==> src/rtl/tx_arb_pkg.sv <==
// Shared constants for the timed transmit arbiter.
// Assumes exactly two slots; slot index fits in one bit.
package tx_arb_pkg;
    localparam int NUM_SLOTS = 2;
    typedef enum logic {SLOT_0 = 1'b0, SLOT_1 = 1'b1} slot_e;
endpackage

==> src/rtl/tx_id_normalize.sv <==
// Turns a register-layout identifier into a numeric priority key.
// Assumes the base part sits in the low BASE_W bits and the extension above it;
// a base identifier is aligned to the top of the key space.
module tx_id_normalize #(
    parameter int ID_W   = 29,
    parameter int BASE_W = 11
) (
    input  logic [ID_W-1:0] id_reg_i,
    input  logic            ext_i,
    output logic [ID_W-1:0] key_o
);
    localparam int EXT_W = ID_W - BASE_W;

    // Reorder the fields into bus priority order.
    always_comb begin
        if (ext_i)
            key_o = {id_reg_i[BASE_W-1:0], id_reg_i[ID_W-1:BASE_W]};
        else
            key_o = {id_reg_i[BASE_W-1:0], {EXT_W{1'b0}}};
    end
endmodule

==> src/rtl/tx_slot_gate.sv <==
// Decides whether one slot may be offered right now.
// Assumes both times are unsigned and share one time base.
module tx_slot_gate #(
    parameter int TS_W = 64
) (
    input  logic [TS_W-1:0] now_i,
    input  logic [TS_W-1:0] ts_i,
    input  logic            valid_i,
    input  logic            consumed_i,
    output logic            elig_o
);
    // Eligible once the launch time is reached and the slot is not spent.
    always_comb elig_o = valid_i && !consumed_i && (now_i >= ts_i);
endmodule

==> src/rtl/tx_pick.sv <==
// Chooses the winner between two slots: earliest launch time, then lowest key,
// then base format, then slot 0.
// Assumes keys are already normalised to bus priority order.
module tx_pick #(
    parameter int TS_W  = 64,
    parameter int KEY_W = 29
) (
    input  logic [1:0]       elig_i,
    input  logic [TS_W-1:0]  ts0_i,
    input  logic [TS_W-1:0]  ts1_i,
    input  logic [KEY_W-1:0] key0_i,
    input  logic [KEY_W-1:0] key1_i,
    input  logic             ext0_i,
    input  logic             ext1_i,
    output logic             any_o,
    output logic             win_o
);
    // Priority decision over the two candidates.
    always_comb begin
        any_o = |elig_i;
        win_o = 1'b0;
        unique case (elig_i)
            2'b10:   win_o = 1'b1;
            2'b11: begin
                if (ts1_i != ts0_i)
                    win_o = (ts1_i < ts0_i);
                else if (key1_i != key0_i)
                    win_o = (key1_i < key0_i);
                else
                    win_o = ext0_i && !ext1_i;
            end
            default: win_o = 1'b0;
        endcase
    end
endmodule

==> src/rtl/tx_sched_arbiter.sv <==
// Timed two-slot transmit arbiter. Registers the chosen slot's metadata once
// per clock, holds it under lock_i, and withholds a confirmed slot until its
// valid flag drops. Assumes synchronous active-low reset.
module tx_sched_arbiter
    import tx_arb_pkg::*;
#(
    parameter int TS_W   = 64,
    parameter int ID_W   = 29,
    parameter int BASE_W = 11
) (
    input  logic            clk,
    input  logic            rst_n,
    input  logic            lock_i,
    input  logic [TS_W-1:0] now_i,
    input  logic            b0_valid_i,
    input  logic [TS_W-1:0] b0_ts_i,
    input  logic [ID_W-1:0] b0_id_i,
    input  logic            b0_ext_i,
    input  logic            b1_valid_i,
    input  logic [TS_W-1:0] b1_ts_i,
    input  logic [ID_W-1:0] b1_id_i,
    input  logic            b1_ext_i,
    input  logic            confirm_i,
    input  logic            confirm_idx_i,
    output logic            frame_avail_o,
    output logic            sel_o,
    output logic [ID_W-1:0] sel_id_o,
    output logic            sel_ext_o,
    output logic [TS_W-1:0] sel_ts_o
);
    logic [NUM_SLOTS-1:0]  valid_v;
    logic [NUM_SLOTS-1:0]  ext_v;
    logic [TS_W-1:0]       ts_v   [NUM_SLOTS];
    logic [ID_W-1:0]       id_v   [NUM_SLOTS];
    logic [ID_W-1:0]       key_v  [NUM_SLOTS];
    logic [NUM_SLOTS-1:0]  elig;
    logic [NUM_SLOTS-1:0]  consumed_q;
    logic                  any_w;
    logic                  win_w;
    slot_e                 win_s;

    // Gather the per-slot inputs into arrays.
    always_comb begin
        valid_v = {b1_valid_i, b0_valid_i};
        ext_v   = {b1_ext_i, b0_ext_i};
        ts_v[0] = b0_ts_i;
        ts_v[1] = b1_ts_i;
        id_v[0] = b0_id_i;
        id_v[1] = b1_id_i;
    end

    for (genvar g = 0; g < NUM_SLOTS; g++) begin : g_lane
        tx_id_normalize #(.ID_W(ID_W), .BASE_W(BASE_W)) u_norm (
            .id_reg_i (id_v[g]),
            .ext_i    (ext_v[g]),
            .key_o    (key_v[g])
        );
        tx_slot_gate #(.TS_W(TS_W)) u_gate (
            .now_i      (now_i),
            .ts_i       (ts_v[g]),
            .valid_i    (valid_v[g]),
            .consumed_i (consumed_q[g]),
            .elig_o     (elig[g])
        );

        // Track whether this slot was already sent; a low valid re-arms it.
        always_ff @(posedge clk) begin
            if (!rst_n)
                consumed_q[g] <= 1'b0;
            else if (!valid_v[g])
                consumed_q[g] <= 1'b0;
            else if (confirm_i && (confirm_idx_i == 1'(g)))
                consumed_q[g] <= 1'b1;
        end
    end

    tx_pick #(.TS_W(TS_W), .KEY_W(ID_W)) u_pick (
        .elig_i (elig),
        .ts0_i  (ts_v[0]),
        .ts1_i  (ts_v[1]),
        .key0_i (key_v[0]),
        .key1_i (key_v[1]),
        .ext0_i (ext_v[0]),
        .ext1_i (ext_v[1]),
        .any_o  (any_w),
        .win_o  (win_w)
    );

    always_comb win_s = slot_e'(win_w);

    // Register the winner's metadata unless the engine holds the lock.
    always_ff @(posedge clk) begin
        if (!rst_n) begin
            frame_avail_o <= 1'b0;
            sel_o         <= 1'b0;
            sel_id_o      <= '0;
            sel_ext_o     <= 1'b0;
            sel_ts_o      <= '0;
        end else if (!lock_i) begin
            frame_avail_o <= any_w;
            sel_o         <= win_w;
            sel_id_o      <= any_w ? id_v[win_s]  : '0;
            sel_ext_o     <= any_w ? ext_v[win_s] : 1'b0;
            sel_ts_o      <= any_w ? ts_v[win_s]  : '0;
        end
    end

    // lock freezes the offer.
    p_lock_hold_r8: assert property (@(posedge clk) disable iff (!rst_n)
        ($past(rst_n) && $past(lock_i)) |->
            ($stable(frame_avail_o) && $stable(sel_o) && $stable(sel_ts_o)));

    // an offered frame's launch time was already reached.
    p_time_reached_r2: assert property (@(posedge clk) disable iff (!rst_n)
        ($past(rst_n) && !$past(lock_i) && frame_avail_o) |->
            (sel_ts_o <= $past(now_i)));

    // an offered slot was valid.
    p_avail_valid_r7: assert property (@(posedge clk) disable iff (!rst_n)
        ($past(rst_n) && !$past(lock_i) && frame_avail_o) |->
            (sel_o ? $past(b1_valid_i) : $past(b0_valid_i)));

    // a lone eligible slot is chosen.
    p_single_r3: assert property (@(posedge clk) disable iff (!rst_n)
        ($past(rst_n) && !$past(lock_i) && $past(elig) == 2'b01) |->
            (frame_avail_o && !sel_o));

    // earliest launch time wins.
    p_earliest_r4: assert property (@(posedge clk) disable iff (!rst_n)
        ($past(rst_n) && !$past(lock_i) && $past(elig) == 2'b11 &&
         $past(b0_ts_i) != $past(b1_ts_i)) |->
            (sel_ts_o == (($past(b0_ts_i) < $past(b1_ts_i)) ?
                          $past(b0_ts_i) : $past(b1_ts_i))));

    // a consumed slot is not offered.
    p_consumed_r9: assert property (@(posedge clk) disable iff (!rst_n)
        ($past(rst_n) && !$past(lock_i) && $past(consumed_q[0])) |->
            !(frame_avail_o && !sel_o));
endmodule

==> config.mk <==
export PLATFORM = sky130hd
export DESIGN_NAME = tx_sched_arbiter
export DESIGN_NICKNAME = d
export VERILOG_FILES = /design/src/rtl/tx_arb_pkg.sv /design/src/rtl/tx_id_normalize.sv /design/src/rtl/tx_slot_gate.sv /design/src/rtl/tx_pick.sv /design/src/rtl/tx_sched_arbiter.sv
export SDC_FILE = /design/constraint.sdc
export NUM_CORES = 1
export LEC_CHECK = 0
export ABC_AREA = 1
export BUFFER_PORTS_ARGS = -buffer_cell sky130_fd_sc_hd__buf_2
export CAP_MARGIN = 25
export CORE_MARGIN = 1
export CORE_UTILIZATION = 40
export CTS_BUF_LIST = sky130_fd_sc_hd__clkbuf_4
export DETAILED_ROUTE_END_ITERATION = 7
export PLACE_DENSITY = 0.68
export RECOVER_POWER = 25
export REMOVE_ABC_BUFFERS = 1
export SLEW_MARGIN = 10
export SYNTH_ARGS = -nofsm -noshare
export SYNTH_HDL_FRONTEND = slang
export SYNTH_SLANG_ARGS = --single-unit
==> constraint.sdc <==
create_clock -name clk -period 2.6 [get_ports clk]
set_input_delay 0.39 -clock clk [delete_from_list [all_inputs] [get_ports clk]]
set_output_delay 0.39 -clock clk [all_outputs]
set_load 0.05 [all_outputs]
==> results.toml, run 1 <==
[clock_network]
max-clock-path-buffers = 2
worstSkewPairLatency_ns = 0.52
clkTransAtPathRegs_ns = 0.17
numCtsBuffers = 9
cts_max_level = 3
clkSinkCount = 98
clockRootBuffer = "clkbuf_4"
hold_buffers = 0
cts_tree = "yes"

[synth]
avgSynthCellArea_um2 = 6.37
synth_adder_area_share_pct = 26.2
synth-seq-area-share_pct = 18.6
synth_compound_area_share_pct = 11.9
synth_area_um2 = 10600
yosysWarnings = 0
syn-instance-count = 1657
synthSimpleGateAreaFrac_pct = 30.4
ys_ff_latch = 98
synth_xor_area_share_pct = 0
synth_top_family_by_area = "simple AND/OR/NAND/NOR gates"
yosysUniqueCellTypes = 28
synthMuxAreaShare_pct = 0

[route]
detail-route-antenna-nets = 0
vias = 12300
dr.pass1.iters = 5
post-route-drc-count = 0
avgViaCountPerCell = 4.99
wl_per_cell_um = 14.9
drtIter0Drc = 793
finalWirelength_um = 36700

[min_path]
hp-class = "input port to flop"
holdPathStages = 3
min_delay_worst_endpoint = "consumed_q[1]$_SDFFE_PN0P_"
hp-start = "b1_valid_i"

[place]
gp_congestion = 0.942
dp_hpwl_um = 29000
port-buffer-count = 354
dp_cells = 2439

[global_routing]
grt_max_degree = 66
grtUsageTotal_pct = 26.3
grt_overflow_total = 0
grt_pass1_vias = 11500
antenna_found_initial = 7
grt_pass1_wl_um = 56300

[cells_and_area]
nFillCells = 2619
fin_nets = 2597
area_delta_synth_final_pct = 31.8
mostFrequentLayoutCells = "nand2_1, buf_2, inv_1, ha_1, nand3_1"
drive_gt1_share_pct = 23.3
layout_commonest_cell = "nand2_1"
instances_no_fill = 2460
fin_util_pct = 53.5

[floorplan]
rows = 59
die_area_um2 = 27000
start_util_pct = 40.6
ios = 355
die_h_um = 164
core_area_um2 = 26000
die_w_um = 164

[setup_path]
cpPeakStageDelay_ns = 0.31
timing.critical_path.buf_inv = 6
path_cells = "buf_2, inv_1, ha_1, nand2_1, nor2_1, nand3_1, nor2_1, inv_2, nor3_1, buf_4, nand2_1, nand2_1, nand3_1, a21oi_4, buf_12, buf_12, nand3_1, a21oi_1"
cp-start-kind = "input port"
crit_type = "input port to flop"
rr_startpoint = "consumed_q[1]$_SDFFE_PN0P_"
rr_worst_depth = 7
crit_slowest_cell = "ha_1"
reg2reg_to = "sel_ts_o[53]$_SDFFE_PN0N_"
required_ns = 3.01
cp_max_fo = 33
regToRegSetupSlack_ns = 0.99
worst_ep_arrival_time_ns = 2.90
cp-end-kind = "flop"
path_delay_family = "simple AND/OR/NAND/NOR gates"

[timing]
finalMaxSlewViolations = 0
relSlewSlack_pct = 55.2
period_minus_slack_ns = 2.49
finalSetupViolations = 0
fin_skew_ns = 0.0393
period_share_pct = 95.8
fmax_mhz = 402
finalSetupTns_ns = 0
hold_violations = 0
worstMarginPinSlew_ns = 0.674

[run]
max_cap_violations = 0

[power_and_ir_drop]
p_per_area_nw_per_um2 = 342
total_leakage_power_nw = 7.95
ir_drop_v = 0.000191

[run_status]
status = "finished clean"
synth_stat cells:
library cell	instances	area share, %
ha_1	221	26
nand2_2	2	0.12
nand3b_1	4	0.28
clkbuf_1	27	0.96
inv_2	3	0.11
o21ai_0	25	1.2
and3b_1	1	0.083
nor3_1	8	0.38
a21oi_1	197	9.3
a21o_1	6	0.43
clkinv_1	1	0.036
buf_1	4	0.14
nand2_1	446	16
dfxtp_1	98	19
nor4_1	1	0.059
o21a_1	6	0.43
inv_1	267	9.5
a21oi_2	1	0.083
nand4_1	15	0.89
a31oi_1	1	0.059
o21bai_1	4	0.28
nand3_1	214	10
buf_6	8	0.85
buf_4	4	0.28
nor3_2	1	0.095
nor2_1	69	2.5
buf_2	22	1.0
o211ai_1	1	0.071
where the power goes:
group	switching [mW]	total [mW]	leakage [nW]	internal [mW]
Combinational	1.37	2.24	7.08	0.874
Sequential	0.0420	1.63	0.797	1.58
Clock	0.682	0.895	0.0664	0.213
Total	2.09	4.76	7.95	2.67
repair_timing:
action / in CTS / in global routing
buffers inserted: 0 / 1
endpoints found under the setup margin: 0 / 95
resized for setup: 0 / 3
flip-flops by register name, indices dropped and copies added (netlist names):
signal and flops:
frame_avail_o 1, sel_ext_o 1, sel_o 1, consumed_q 2, sel_id_o 29, sel_ts_o 64
cells by family (layout without fill, tap and decap cells):
family,count (synthesis),count (layout)
other cells,0,3
fa+ha+maj,221,221
buf+inv,336,801
compound gates,241,241
simple gates,761,761
flops,98,98
layout make-up:
| class | instances | area, µm² | share of cell area, % |
|---|---|---|---|
| multi-input cells | 1223 | 7250 | 52.1 |
| inverters | 271 | 1020 | 7.34 |
| well taps | 335 | 419 | 3.01 |
| repair buffers | 514 | 3120 | 22.5 |
| clock buffers | 9 | 67.6 | 0.486 |
| diodes | 3 | 7.51 | 0.0540 |
| flip-flops and latches | 98 | 1960 | 14.1 |
| clock inverters | 7 | 60.1 | 0.432 |
per-stage QoR:
stage | instance area [µm²] | setup WS, ns | hold slack (ns) | total power, mW
2_1_floorplan | 10200 | -1.35 | 0.451 | 2.92
3_3_place_gp | 13800 | -0.435 | 0.442 | 3.83
3_5_place_dp | 13800 | -0.483 | 0.447 | 3.87
4_1_cts | 13900 | 0.0770 | 0.0837 | 4.78
5_1_grt | 13900 | -0.0135 | 0.0964 | 5.11
6_report | 13900 | 0.110 | 0.130 | 4.76
how the worst max path moves through the flow:
stage	startpoint	to	slack (ns)	cells past startpoint
floorplan	b1_ts_i[45]	sel_id_o[18]$_SDFFE_PN0N_	-1.35	11
global route	b0_ts_i[63]	sel_ts_o[53]$_SDFFE_PN0N_	-0.01	18
detailed placement	b0_ts_i[63]	sel_ts_o[43]$_SDFFE_PN0N_	-0.48	18
CTS	b0_ts_i[63]	sel_ts_o[23]$_SDFFE_PN0N_	0.08	17
finish	b0_ts_i[63]	sel_ts_o[53]$_SDFFE_PN0N_	0.11	18
global placement	b0_ts_i[63]	sel_ts_o[23]$_SDFFE_PN0N_	-0.44	17
routing by layer:
layer / track usage (%) / wire [µm] / vias to the layer above
met4: 7.88 / 752 / 8
met5: 0 / 52 / -
met1: 32.7 / 16100 / 5513
li1: - / - / 6305
met3: 4.34 / 2450 / 53
met2: 46.2 / 17400 / 396
worst register-to-register path: stages, from the launching register on:
cell and delay (ns):
dfxtp_1 0.35, nor2_1 0.20, nand2_1 0.18, a21oi_4 0.20, buf_12 0.15, buf_12 0.22
nand3_1 0.12, a21oi_1 0.13
Note: power is estimated with default switching activity, not from simulation.
==> inputs of run 2 (changes only) <==
--- a/config.mk
+++ b/config.mk
@@ -8,7 +8,7 @@
 export ABC_AREA = 1
 export BUFFER_PORTS_ARGS = -buffer_cell sky130_fd_sc_hd__buf_2
 export CAP_MARGIN = 25
-export CORE_MARGIN = 1
+export CORE_MARGIN = 3
 export CORE_UTILIZATION = 40
 export CTS_BUF_LIST = sky130_fd_sc_hd__clkbuf_4
 export DETAILED_ROUTE_END_ITERATION = 7
==> results.toml, run 2 (synthesis results as in run 1) <==
[clock_network]
clkSinkCount = 98
clockRootBuffer = "clkbuf_4"
ctsResizeCount = 0
cts_tree = "yes"
worstSkewPairLatency_ns = 0.50
cts_setup_buffers = 0
hold_buffers = 0
numCtsBuffers = 9
clkTransAtPathRegs_ns = 0.17
cts_max_level = 3
max-clock-path-buffers = 2

[place]
dp_cells = 2438
port-buffer-count = 354
dp_hpwl_um = 30700
pre_cts_ws_ns = -0.524
gp_congestion = 0.940

[route]
drtIter0Drc = 701
avgViaCountPerCell = 5.05
vias = 12400
finalWirelength_um = 38200
detail-route-antenna-nets = 0
wl_per_cell_um = 15.5
post-route-drc-count = 0
dr.pass1.iters = 5

[setup_path]
worst_ep_arrival_time_ns = 2.79
cp_max_fo = 36
path_cells = "buf_2, inv_1, ha_1, nand4_1, nor3_4, nand3_2, nor2_4, nand3b_1, nor2_1, nand2_1, nand2_1, nand2_4, nand2_4, buf_12, nand2_1, nand3_1, a21oi_1"
regToRegSetupSlack_ns = 1.05
required_ns = 2.97
crit_slowest_cell = "ha_1"
path_delay_family = "simple AND/OR/NAND/NOR gates"
cp-start-kind = "input port"
crit_type = "input port to flop"
rr_worst_depth = 9
cpPeakStageDelay_ns = 0.31
reg2reg_to = "sel_id_o[9]$_SDFFE_PN0N_"
rr_startpoint = "consumed_q[0]$_SDFFE_PN0P_"
worst_path_most_repeated_cell = "nand2_1"
cp-end-kind = "flop"
timing.critical_path.buf_inv = 3

[power_and_ir_drop]
p_total_mw = 4.87
p_sw_mw = 2.08
ir_drop_v = 0.000206
sw_frac_of_total_pct = 42.8
p_per_area_nw_per_um2 = 348
pwr-share-clk_pct = 20.1
p_int_mw = 2.78
total_leakage_power_nw = 7.99
p_comb_share_pct = 46.5
pwr-share-seq_pct = 33.4

[floorplan]
die_h_um = 168
ios = 355
die_area_um2 = 28400
start_util_pct = 41.3
core_area_um2 = 25500
die_w_um = 168
rows = 58

[cells_and_area]
area_delta_synth_final_pct = 32.6
instances_no_fill = 2459
largest_reg_flops = 64
multiInputGateArea_um2 = 7270
seq_area_um2 = 1960
top_regs = "sel_ts_o (64), sel_id_o (29), consumed_q (2)"
nFillCells = 2624
layout_commonest_cell = "nand2_1"
fin_util_pct = 54.8
fin_nets = 2600
largest-register = "sel_ts_o"
mostFrequentLayoutCells = "nand2_1, buf_2, inv_1, ha_1, nand3_1"
drive_gt1_share_pct = 23.5

[min_path]
holdPathStages = 3
min_delay_worst_endpoint = "consumed_q[0]$_SDFFE_PN0P_"
hp-start = "b0_valid_i"
hp-class = "input port to flop"

[global_routing]
grt_pass1_wl_um = 60700
grt_pass1_vias = 12300
antenna_found_initial = 12
grt_overflow_total = 0
grtUsageTotal_pct = 26.1
grt_max_degree = 52

[timing]
rsz0062_at_grt = "true"
finalSetupViolations = 0
fin_skew_ns = 0.0307
finalSetupTns_ns = 0
worstMarginPinSlew_ns = 0.684
hold_violations = 0
fin_ws_ns = 0.185
period_share_pct = 92.9
relSlewSlack_pct = 54.6
fmax_mhz = 414
period_minus_slack_ns = 2.42
finalMaxSlewViolations = 0

[run]
max_cap_violations = 0

[run_status]
status = "finished clean"
## run 2: worst max-delay path by stage
stage | startpoint | end | cells after the start
floorplan | b1_ts_i[45] | sel_id_o[18]$_SDFFE_PN0N_ | 11
global placement | b1_ts_i[59] | sel_id_o[21]$_SDFFE_PN0N_ | 17
detailed placement | b1_ts_i[59] | sel_ts_o[31]$_SDFFE_PN0N_ | 17
CTS | b1_ts_i[59] | sel_ts_o[10]$_SDFFE_PN0N_ | 17
global route | b0_ts_i[63] | sel_ts_o[40]$_SDFFE_PN0N_ | 17
finish | b0_ts_i[62] | sel_id_o[9]$_SDFFE_PN0N_ | 17
## run 2: stage by stage
step                      hold slack, ns  cell area [µm²]
after floorplan                    0.451            10200
after global placement             0.444            13800
after detailed placement           0.453            13800
after CTS                         0.0944            14000
after global routing               0.116            14000
final                              0.145            14000
## run 2: area by class of cell
type,count,share of cell area (%)
Multi-Input combinational cell,1223,52.0
Timing Repair Buffer,517,22.6
Sequential cell,98,14.0
Inverter,271,7.29
Tap cell,330,2.95
Clock inverter,7,0.608
Clock buffer,9,0.483
Antenna cell,4,0.0716
## run 2: power groups by stage
stage	Combinational (mW)	Clock [mW]	Sequential, mW
3_3_place_gp	2.20	0	1.65
3_5_place_dp	2.25	0	1.66
4_1_cts	2.26	1.01	1.63
5_1_grt	2.53	1.06	1.64
6_report	2.26	0.978	1.63
2_1_floorplan	0.996	0	1.93
## run 2: metal layers
layer	up-vias	part of all wire, %	track usage, %
met2	436	47	45.7
met4	16	2.3	6.90
met3	67	7.3	4.95
li1	6323	-	-
met1	5574	43	32.7
met5	-	0.23	0
## run 2: worst register-to-register path, delay by kind of cell, from the launching register on
kind	cells	cell delay [ns]
AOI/OAI and AO/OA	2	0.28
buffers and inverters	2	0.31
DFF	1	0.33
and+or+nand+nor	5	0.53
